**src/rtl/fir2p_pkg.sv**
```systemverilog
package fir2p_pkg;
  // Fold the outer coefficient product into one base coefficient.
  // The arithmetic shift gives floor rounding.
  function automatic longint pre_scale(input longint base_c, input longint outer_prod, input int shift);
    longint full;
    full = base_c * outer_prod;
    return full >>> shift;
  endfunction
endpackage

```
**src/rtl/fir2p_delay_line.sv**
```systemverilog
module fir2p_delay_line #(
  parameter int DATA_W = 12,
  parameter int TAPS   = 3
) (
  input  logic                     clk,
  input  logic                     rst_n,
  input  logic                     shift_en,
  input  logic [DATA_W-1:0]        din,
  output logic [TAPS*DATA_W-1:0]   taps
);
  assign taps[DATA_W-1:0] = din;

  if (TAPS > 1) begin : g_regs
    logic [DATA_W-1:0] stage [TAPS-1];

    always_ff @(posedge clk) begin
      if (!rst_n) begin
        for (int i = 0; i < TAPS-1; i++) stage[i] <= '0;
      end else if (shift_en) begin
        stage[0] <= din;
        for (int i = 1; i < TAPS-1; i++) stage[i] <= stage[i-1];
      end
    end

    for (genvar i = 1; i < TAPS; i++) begin : g_out
      assign taps[i*DATA_W +: DATA_W] = stage[i-1];
    end
  end
endmodule

```
**src/rtl/fir2p_tap_mult.sv**
```systemverilog
module fir2p_tap_mult #(
  parameter int DATA_W = 12,
  parameter int W_W    = 16,
  parameter int OUT_W  = 32,
  parameter logic signed [W_W-1:0] WEIGHT = '0
) (
  input  logic signed [DATA_W-1:0] sample,
  output logic signed [OUT_W-1:0]  product
);
  localparam logic signed [OUT_W-1:0] WX = OUT_W'(WEIGHT);
  logic signed [OUT_W-1:0] sx;
  assign sx      = OUT_W'(sample);
  assign product = sx * WX;
endmodule

```
**src/rtl/fir2p_tap_stage.sv**
```systemverilog
module fir2p_tap_stage #(
  parameter int DATA_W     = 12,
  parameter int W_W        = 16,
  parameter int OUT_W      = 32,
  parameter int FRAC_W     = 10,
  parameter int NTAPS      = 5,
  parameter int OUTER_DIMS = 2,
  parameter logic [OUTER_DIMS-1:0] OUTER_PARITY = 2'b10,
  parameter int BASE_COEF [NTAPS] = '{-77, 280, 640, 232, -53}
) (
  input  logic                     clk,
  input  logic                     rst_n,
  input  logic                     in_valid,
  output logic                     in_ready,
  input  logic signed [DATA_W-1:0] in_even,
  input  logic signed [DATA_W-1:0] in_odd,
  output logic                     out_valid,
  input  logic                     out_ready,
  output logic signed [OUT_W-1:0]  out_data
);
  localparam int NE     = (NTAPS + 1) / 2;  // even-index taps, odd stream
  localparam int NO     = NTAPS / 2;        // odd-index taps, even stream
  localparam int NEED   = NE - 1;           // pairs of history before output
  localparam int FILL_W = $clog2(NEED + 2);

  function automatic longint outer_prod();
    longint p = 1;
    for (int d = 0; d < OUTER_DIMS; d++) p = p * longint'(BASE_COEF[OUTER_PARITY[d]]);
    return p;
  endfunction

  logic                    accept;
  logic [FILL_W-1:0]       fill_cnt;
  logic [NO*DATA_W-1:0]    ev_taps;
  logic [NE*DATA_W-1:0]    od_taps;
  logic signed [OUT_W-1:0] prod [NTAPS];
  logic signed [OUT_W-1:0] sum;

  assign in_ready = !out_valid || out_ready;
  assign accept   = in_valid && in_ready;

  fir2p_delay_line #(.DATA_W(DATA_W), .TAPS(NO)) u_even_line (
    .clk(clk), .rst_n(rst_n), .shift_en(accept), .din(in_even), .taps(ev_taps)
  );
  fir2p_delay_line #(.DATA_W(DATA_W), .TAPS(NE)) u_odd_line (
    .clk(clk), .rst_n(rst_n), .shift_en(accept), .din(in_odd), .taps(od_taps)
  );

  for (genvar k = 0; k < NTAPS; k++) begin : g_tap
    localparam longint WL = fir2p_pkg::pre_scale(longint'(BASE_COEF[k]), outer_prod(),
                                                 FRAC_W * OUTER_DIMS);
    localparam logic signed [W_W-1:0] WQ = W_W'(WL);
    logic signed [DATA_W-1:0] smp;
    if (k % 2 == 1) begin : g_odd_idx
      assign smp = $signed(ev_taps[((k-1)/2)*DATA_W +: DATA_W]);
    end else begin : g_even_idx
      assign smp = $signed(od_taps[(k/2)*DATA_W +: DATA_W]);
    end
    fir2p_tap_mult #(.DATA_W(DATA_W), .W_W(W_W), .OUT_W(OUT_W), .WEIGHT(WQ)) u_mult (
      .sample(smp), .product(prod[k])
    );
  end

  always_comb begin
    sum = '0;
    for (int k = 0; k < NTAPS; k++) sum = sum + prod[k];
  end

  always_ff @(posedge clk) begin
    if (!rst_n) begin
      fill_cnt  <= '0;
      out_valid <= 1'b0;
      out_data  <= '0;
    end else begin
      if (accept && fill_cnt != FILL_W'(NEED)) fill_cnt <= fill_cnt + 1'b1;
      if (in_ready) out_valid <= accept && (fill_cnt == FILL_W'(NEED));
      if (accept) out_data <= sum;
    end
  end


  stall_hold_chk: assert property (@(posedge clk) disable iff (!rst_n)
    out_valid && !out_ready |=> out_valid && $stable(out_data));

  ready_free_chk: assert property (@(posedge clk) disable iff (!rst_n)
    !out_valid |-> in_ready);

  fill_cap_chk: assert property (@(posedge clk) disable iff (!rst_n)
    fill_cnt <= FILL_W'(NEED));

  rise_src_chk: assert property (@(posedge clk) disable iff (!rst_n)
    $rose(out_valid) |-> $past(accept));

  latency_chk: assert property (@(posedge clk) disable iff (!rst_n)
    accept && fill_cnt == FILL_W'(NEED) |=> out_valid);
endmodule

```
**config.mk**
```make
export PLATFORM = sky130hd
export DESIGN_NAME = fir2p_tap_stage
export DESIGN_NICKNAME = d
export VERILOG_FILES = /design/src/rtl/fir2p_pkg.sv /design/src/rtl/fir2p_delay_line.sv /design/src/rtl/fir2p_tap_mult.sv /design/src/rtl/fir2p_tap_stage.sv
export SDC_FILE = /design/constraint.sdc
export NUM_CORES = 1
export LEC_CHECK = 0
export ABC_AREA = 0
export BUFFER_PORTS_ARGS = -buffer_cell sky130_fd_sc_hd__buf_2
export CORE_ASPECT_RATIO = 0.5
export CORE_UTILIZATION = 30
export CTS_CLUSTER_SIZE = 16
export DETAILED_ROUTE_END_ITERATION = 6
export HOLD_SLACK_MARGIN = 0.1
export SLEW_MARGIN = 10
export SYNTH_ARGS = -nofsm -noshare
export SYNTH_HDL_FRONTEND = slang
export SYNTH_SLANG_ARGS = --single-unit
```
**constraint.sdc**
```tcl
create_clock -name clk -period 6.5 [get_ports clk]
set_clock_uncertainty 0.05 [all_clocks]
set_input_delay 0.65 -clock clk [delete_from_list [all_inputs] [get_ports clk]]
set_output_delay 0.65 -clock clk [all_outputs]
set_load 0.02 [all_outputs]
```
Yosys cells after proc, flatten, opt, wreduce, memory -nomap -nowiden
Memory sizes are Yosys's and may differ from the RTL's.
Cells that the tools add are included.
{ "totals": {"memories": 2, "mem_bits_rw": 36, "reg_bits": 35, "elab_cells": 31, "input_bits": 28, "out_inout_bits": 34} }
{ "classes": {"muxes": 8, "reduce_logical": 6, "n_mul": 3, "addsub": 5, "eq_ne": 2, "n_bitwise": 2} }
{ "memory_table": {"columns": ["name", "words", "width", "rd", "rd_clocked_by_memory_dff", "write_ports", "line", "source"], "rows": [
  ["u_odd_line.g_regs.stage", 2, 12, 2, 0, 2, "fir2p_delay_line.sv:14", "logic [DATA_W-1:0] stage [TAPS-1];"],
  ["u_even_line.g_regs.stage", 1, 12, 1, 0, 1, "fir2p_delay_line.sv:14", null]
]} }
{ "ops": {"columns": ["operator", "count"], "rows": [
  ["32-bit adder", 2],
  ["12-bit 2-to-1 mux", 3],
  ["32-bit by 12-bit adder with 32-bit output", 1],
  ["12-bit by 4-bit multiplier with 16-bit output (second input constant)", 2],
  ["12-bit by 16-bit adder with 17-bit output", 1],
  ["12-bit by 3-bit multiplier with 15-bit output (second input constant)", 1],
  ["12-bit OR reduction", 1],
  ["1-bit 2-to-1 mux", 5],
  ["1-bit logical AND", 3],
  ["2-bit by 1-bit adder with 2-bit output (second input constant)", 1],
  ["2-bit == test (second input constant)", 1],
  ["2-bit inequality test (second input constant)", 1],
  ["1-bit OR", 2],
  ["1-bit logical NOT", 1],
  ["1-bit logical OR", 1]
]} }

Longest topological paths before layout
{ "depth": {"depth_word": 8, "mapped_depth": 28, "depth_no_buf": 27} }

Cells and area by module
A second synthesis with hierarchy kept.
{ "hier_totals": {"hier_cells": 1311, "area_unflattened_um2": 11239.5} }
{ "by_module_without_submodules": {"columns": ["mod", "seq_area_each_um2", "area_each_um2", "cells_per_inst", "instances"], "rows": [
  ["fir2p_tap_stage", 700.7, 5795.6, 735, 1],
  ["fir2p_tap_mult at g_tap[3].u_mult", 0.0, 1416.4, 169, 1],
  ["fir2p_delay_line at u_odd_line", 720.7, 1004.7, 65, 1],
  ["fir2p_tap_mult at g_tap[2].u_mult", 0.0, 999.7, 125, 1],
  ["fir2p_tap_mult at g_tap[1].u_mult", 0.0, 992.2, 114, 1],
  ["fir2p_delay_line at u_even_line", 360.3, 550.5, 39, 1],
  ["fir2p_tap_mult at g_tap[0].u_mult ...", 0.0, 240.2, 32, 2]
]} }

Least setup slack after synthesis
No wires, ideal clock.
{ "synth_path": {"kind": "in2reg", "from": "input port in_even[1]", "to": "register out_data[17]", "setup_time_ps": 117, "arrival_time_ps": 6160, "n_path_buf": 0, "cell_stages": 25, "path_slack_ps": 173, "required_ps": 6333, "path_cell_list": "inv_1 -> ha_1 -> ha_1 -> ha_1 -> fa_1 -> a21o_1 -> a21oi_2 -> a21oi_2 -> nor2_1 -> xnor2_1 -> ha_1 -> inv_1 -> o21bai_1 -> a221o_1 -> a21oi_1 -> xor2_1 -> fa_1 -> fa_1 -> inv_1 -> ha_1 -> and2_4 -> a221oi_2 -> a21boi_1 -> or3_1 -> a32o_1"} }
{ "synth_via": {"elab_chain_cells": 5} }
{ "synth_rtl": {"columns": ["item", "line", "source"], "rows": [
  ["start, declared", "fir2p_tap_stage.sv:15", "input logic signed [DATA_W-1:0] in_even,"],
  ["12-bit by 3-bit multiplier with 15-bit output", "fir2p_tap_mult.sv:13", "assign product = sx * WX;"],
  ["12-bit by 16-bit adder with 17-bit output", "fir2p_tap_stage.sv:66", "for (int k = 0; k < NTAPS; k++) sum = sum + prod[k];"],
  ["32-bit adder (2 in a row)", "fir2p_tap_stage.sv:66", null],
  ["32-bit by 12-bit adder with 32-bit output", "fir2p_tap_stage.sv:66", null],
  ["end signal, assigned", "fir2p_tap_stage.sv:77", "if (accept) out_data <= sum;"],
  ["end, declared", "fir2p_tap_stage.sv:19", "output logic signed [OUT_W-1:0] out_data"]
]} }
No other way between the ends.
A chain may end at the register's enable or synchronous reset.

Worst setup path in the final report
{ "layout_path": {"from": "input port in_even[4]", "to": "register out_data[16]"} }
The elaborated chain is that of the path after synthesis.

==> qor.yml <==
synth_common_cells: "142 x inv_1, 134 x ha_1, 53 x nand2_1, 50 x fa_1, 48 x a21oi_1"
cts_inserted_buffers: 9
synth_warnings: 0
crit_start: "in_even[4]"
maxCapViolations: 0
critPathRequiredTime_ns: 6.72
area_growth_pct: 22.01
fillerInstances: 2429
cp_slowest_cell: "fa_1"
portBuffers: 61
post-route-util_pct: 38.14
chipWidth_um: 228.3
slowest_delay_ns: 0.51
slew_violations: 0
async_reset_ff_share_pct: 0
hold_violations: 0
fmax_mhz: 159.7
grt_pass1_wl_mm: 29.76
core_area_um2: 24570
period_minus_slack_ns: 6.260
final_layout_size_suffix_gt1_share_pct: 21.81
setup_viol: 0
criticalPathCategory: "primary input to flop"
grt.total_usage_pct: 14.19
post_layout_nonfiller_instances: 1300
syn_inst: 827
status: "finished clean"
design_area_um2: 9371
vias: 5972
hold_class: "flop to flop"
synth_edf_count: 36
synth_cell_types: 64
cts_tree: "done"
fin_ws_ns: 0.2399
yosys.area.top_type: "ha_1"
pre_cts_ws_ns: -0.5260
drc_errors: 0
max_slew_margin_pct: 54.09
crit_end: "out_data[16]$_SDFFE_PN0P_"
worstPathMaxFanout: 7
dpl.hpwl_mm: 14.98
vias_per_cell: 4.594
gp_congestion: 0.8456
rows: 40
dp.cells: 1277
dieArea_um2: 26290
start_util_pct: 31.26
grt_pass1_vias: 6166
reg2reg_depth: 23
cts-root-buf: "clkbuf_16"
dr.pass1.iters: 4
fin_nets: 1170
syn_area_um2: 7681
path_clk_slew_ns: 0.06
detail-route-antenna-nets: 0
yosys.area.top_type_share_pct: 21.83
postPlaceCellArea_um2: 8857
grt_overflow_total: 0
period_share_pct: 96.31
reg2reg_setup_slack_ns: 1.09
startpoint_type: "primary input"
num_io_pins: 62
cts_htree_levels: 3
clk_latency_ns: 0.35
synth_top_flop_cell: "edfxtp_1"
synth_area_leaders: "ha_1 22%, edfxtp_1 14%, fa_1 13%"
critPathCaptureType: "flop"
syn-num-nets: 1039
clkSinkCount: 71
rr_startpoint: "u_even_line.g_regs.stage[0][4]$_SDFFCE_PN0P_"
cts_hold_buf: 0
syn_avg_cell_area_um2: 9.288
clockBufferDepth: 2
synth_seq_area_share_pct: 23.20
worstMarginPinSlew_ns: 0.6887
synth.most_common_cell: "inv_1"
fp.dieH_um: 115.1
ys_ff_latch: 71
drt_iter0_markers: 217
wl_mm: 17.90
antenna_found_initial: 3
grt_max_degree: 37
critical_path_arrival_ns: 6.48
wl_per_cell_um: 13.77
r2r_end: "out_data[16]$_SDFFE_PN0P_"
## cells by family after synthesis
| logic type | after synthesis | synth area share, % |
|---|---|---|
| adders and majority gates | 184 | 34.86 |
| AOI/OAI and AO/OA | 180 | 15.91 |
| and+or+nand+nor | 176 | 11.44 |
| buffers and inverters | 157 | 7.721 |
| DFF | 71 | 23.20 |
| xor gates and xnor gates | 54 | 6.157 |
| muxes | 5 | 0.7167 |
## critical path, delay by kind of cell
| kind | cells | cell delay [ns] |
|---|---|---|
| AOI/OAI and AO/OA | 11 | 1.48 |
| xor gates and xnor gates | 2 | 0.28 |
| adders and majority gates | 7 | 2.43 |
| buffers and inverters | 8 | 0.96 |
| muxes | 1 | 0.28 |
| and+or+nand+nor | 2 | 0.40 |
## what timing repair did
| item | CTS | global route |
|---|---|---|
| gates resized for setup | 12 | 35 |
| buffers inserted | 1 | 5 |
| pin swaps | 5 | 21 |
| endpoints found under the setup margin | 7 | 17 |
## layer usage
metal,share of wire (%),global-route usage [%],up-vias
met5,0.12,0,-
met4,1.3,3.982,4
met3,4.0,2.976,19
met2,45,23.96,86
met1,50,18.50,2801
li1,-,-,3062
## flip-flops by register name, summed over array words and instances, names as in the netlist
signal                    flops
u_even_line.g_regs.stage     12
fill_cnt                      2
out_data                     32
u_odd_line.g_regs.stage      24
out_valid                     1
## cell type report
cell class	instances	area, µm²	share of cell area, %
Clock buffer	9	225.2	2.403
Clock inverter	7	38.79	0.4139
Inverter	142	533.0	5.688
Multi-Input combinational cell	599	5505	58.74
Sequential cell	71	1782	19.01
Antenna cell	1	2.502	0.02670
Timing Repair Buffer	135	864.6	9.226
Tap cell	336	420.4	4.486
## worst min-delay path by stage
stage	start	cells after the start	endpoint	slack, ns
floorplan	fill_cnt[1]$_SDFFE_PN0P_	1	fill_cnt[1]$_SDFFE_PN0P_	0.43
global placement	out_data[28]$_SDFFE_PN0P_	1	out_data[28]$_SDFFE_PN0P_	0.38
detailed placement	out_data[26]$_SDFFE_PN0P_	1	out_data[26]$_SDFFE_PN0P_	0.38
CTS	out_data[26]$_SDFFE_PN0P_	1	out_data[26]$_SDFFE_PN0P_	0.40
global route	out_data[11]$_SDFFE_PN0P_	2	out_data[11]$_SDFFE_PN0P_	0.43
finish	out_data[26]$_SDFFE_PN0P_	1	out_data[26]$_SDFFE_PN0P_	0.39
## through the flow
step	TNS (ns)	hold slack, ns
6_report	0	0.3923
5_1_grt	-0.2676	0.4262
4_1_cts	0	0.3980
3_5_place_dp	-6.639	0.3842
3_3_place_gp	-4.638	0.3765
2_1_floorplan	0	0.4260
## layout by cell type, fill, tap and decap left out, types with 4 or more instances in the layout
cell	instances
nor3_1	7
dfxtp_1	35
o21bai_1	7
edfxtp_1	36
o21a_1	11
nand2_1	52
a21o_1	20
clkbuf_16	9
nand3_1	7
nor2_1	44
nor2b_1	6
a211o_1	5
a21boi_0	5
buf_4	73
a21oi_2	13
nand2b_1	10
xor2_1	18
o21ai_1	8
o211ai_1	5
inv_1	139
and2_1	19
o21ai_0	25
and3_1	5
o211a_1	4
xnor2_1	34
fa_1	48
mux2_2	4
ha_1	129
a21oi_1	39
buf_2	61
Power is left out: the tool's default activity adds up to more than one toggle a clock period on the data nets, which glitch-free logic cannot reach.
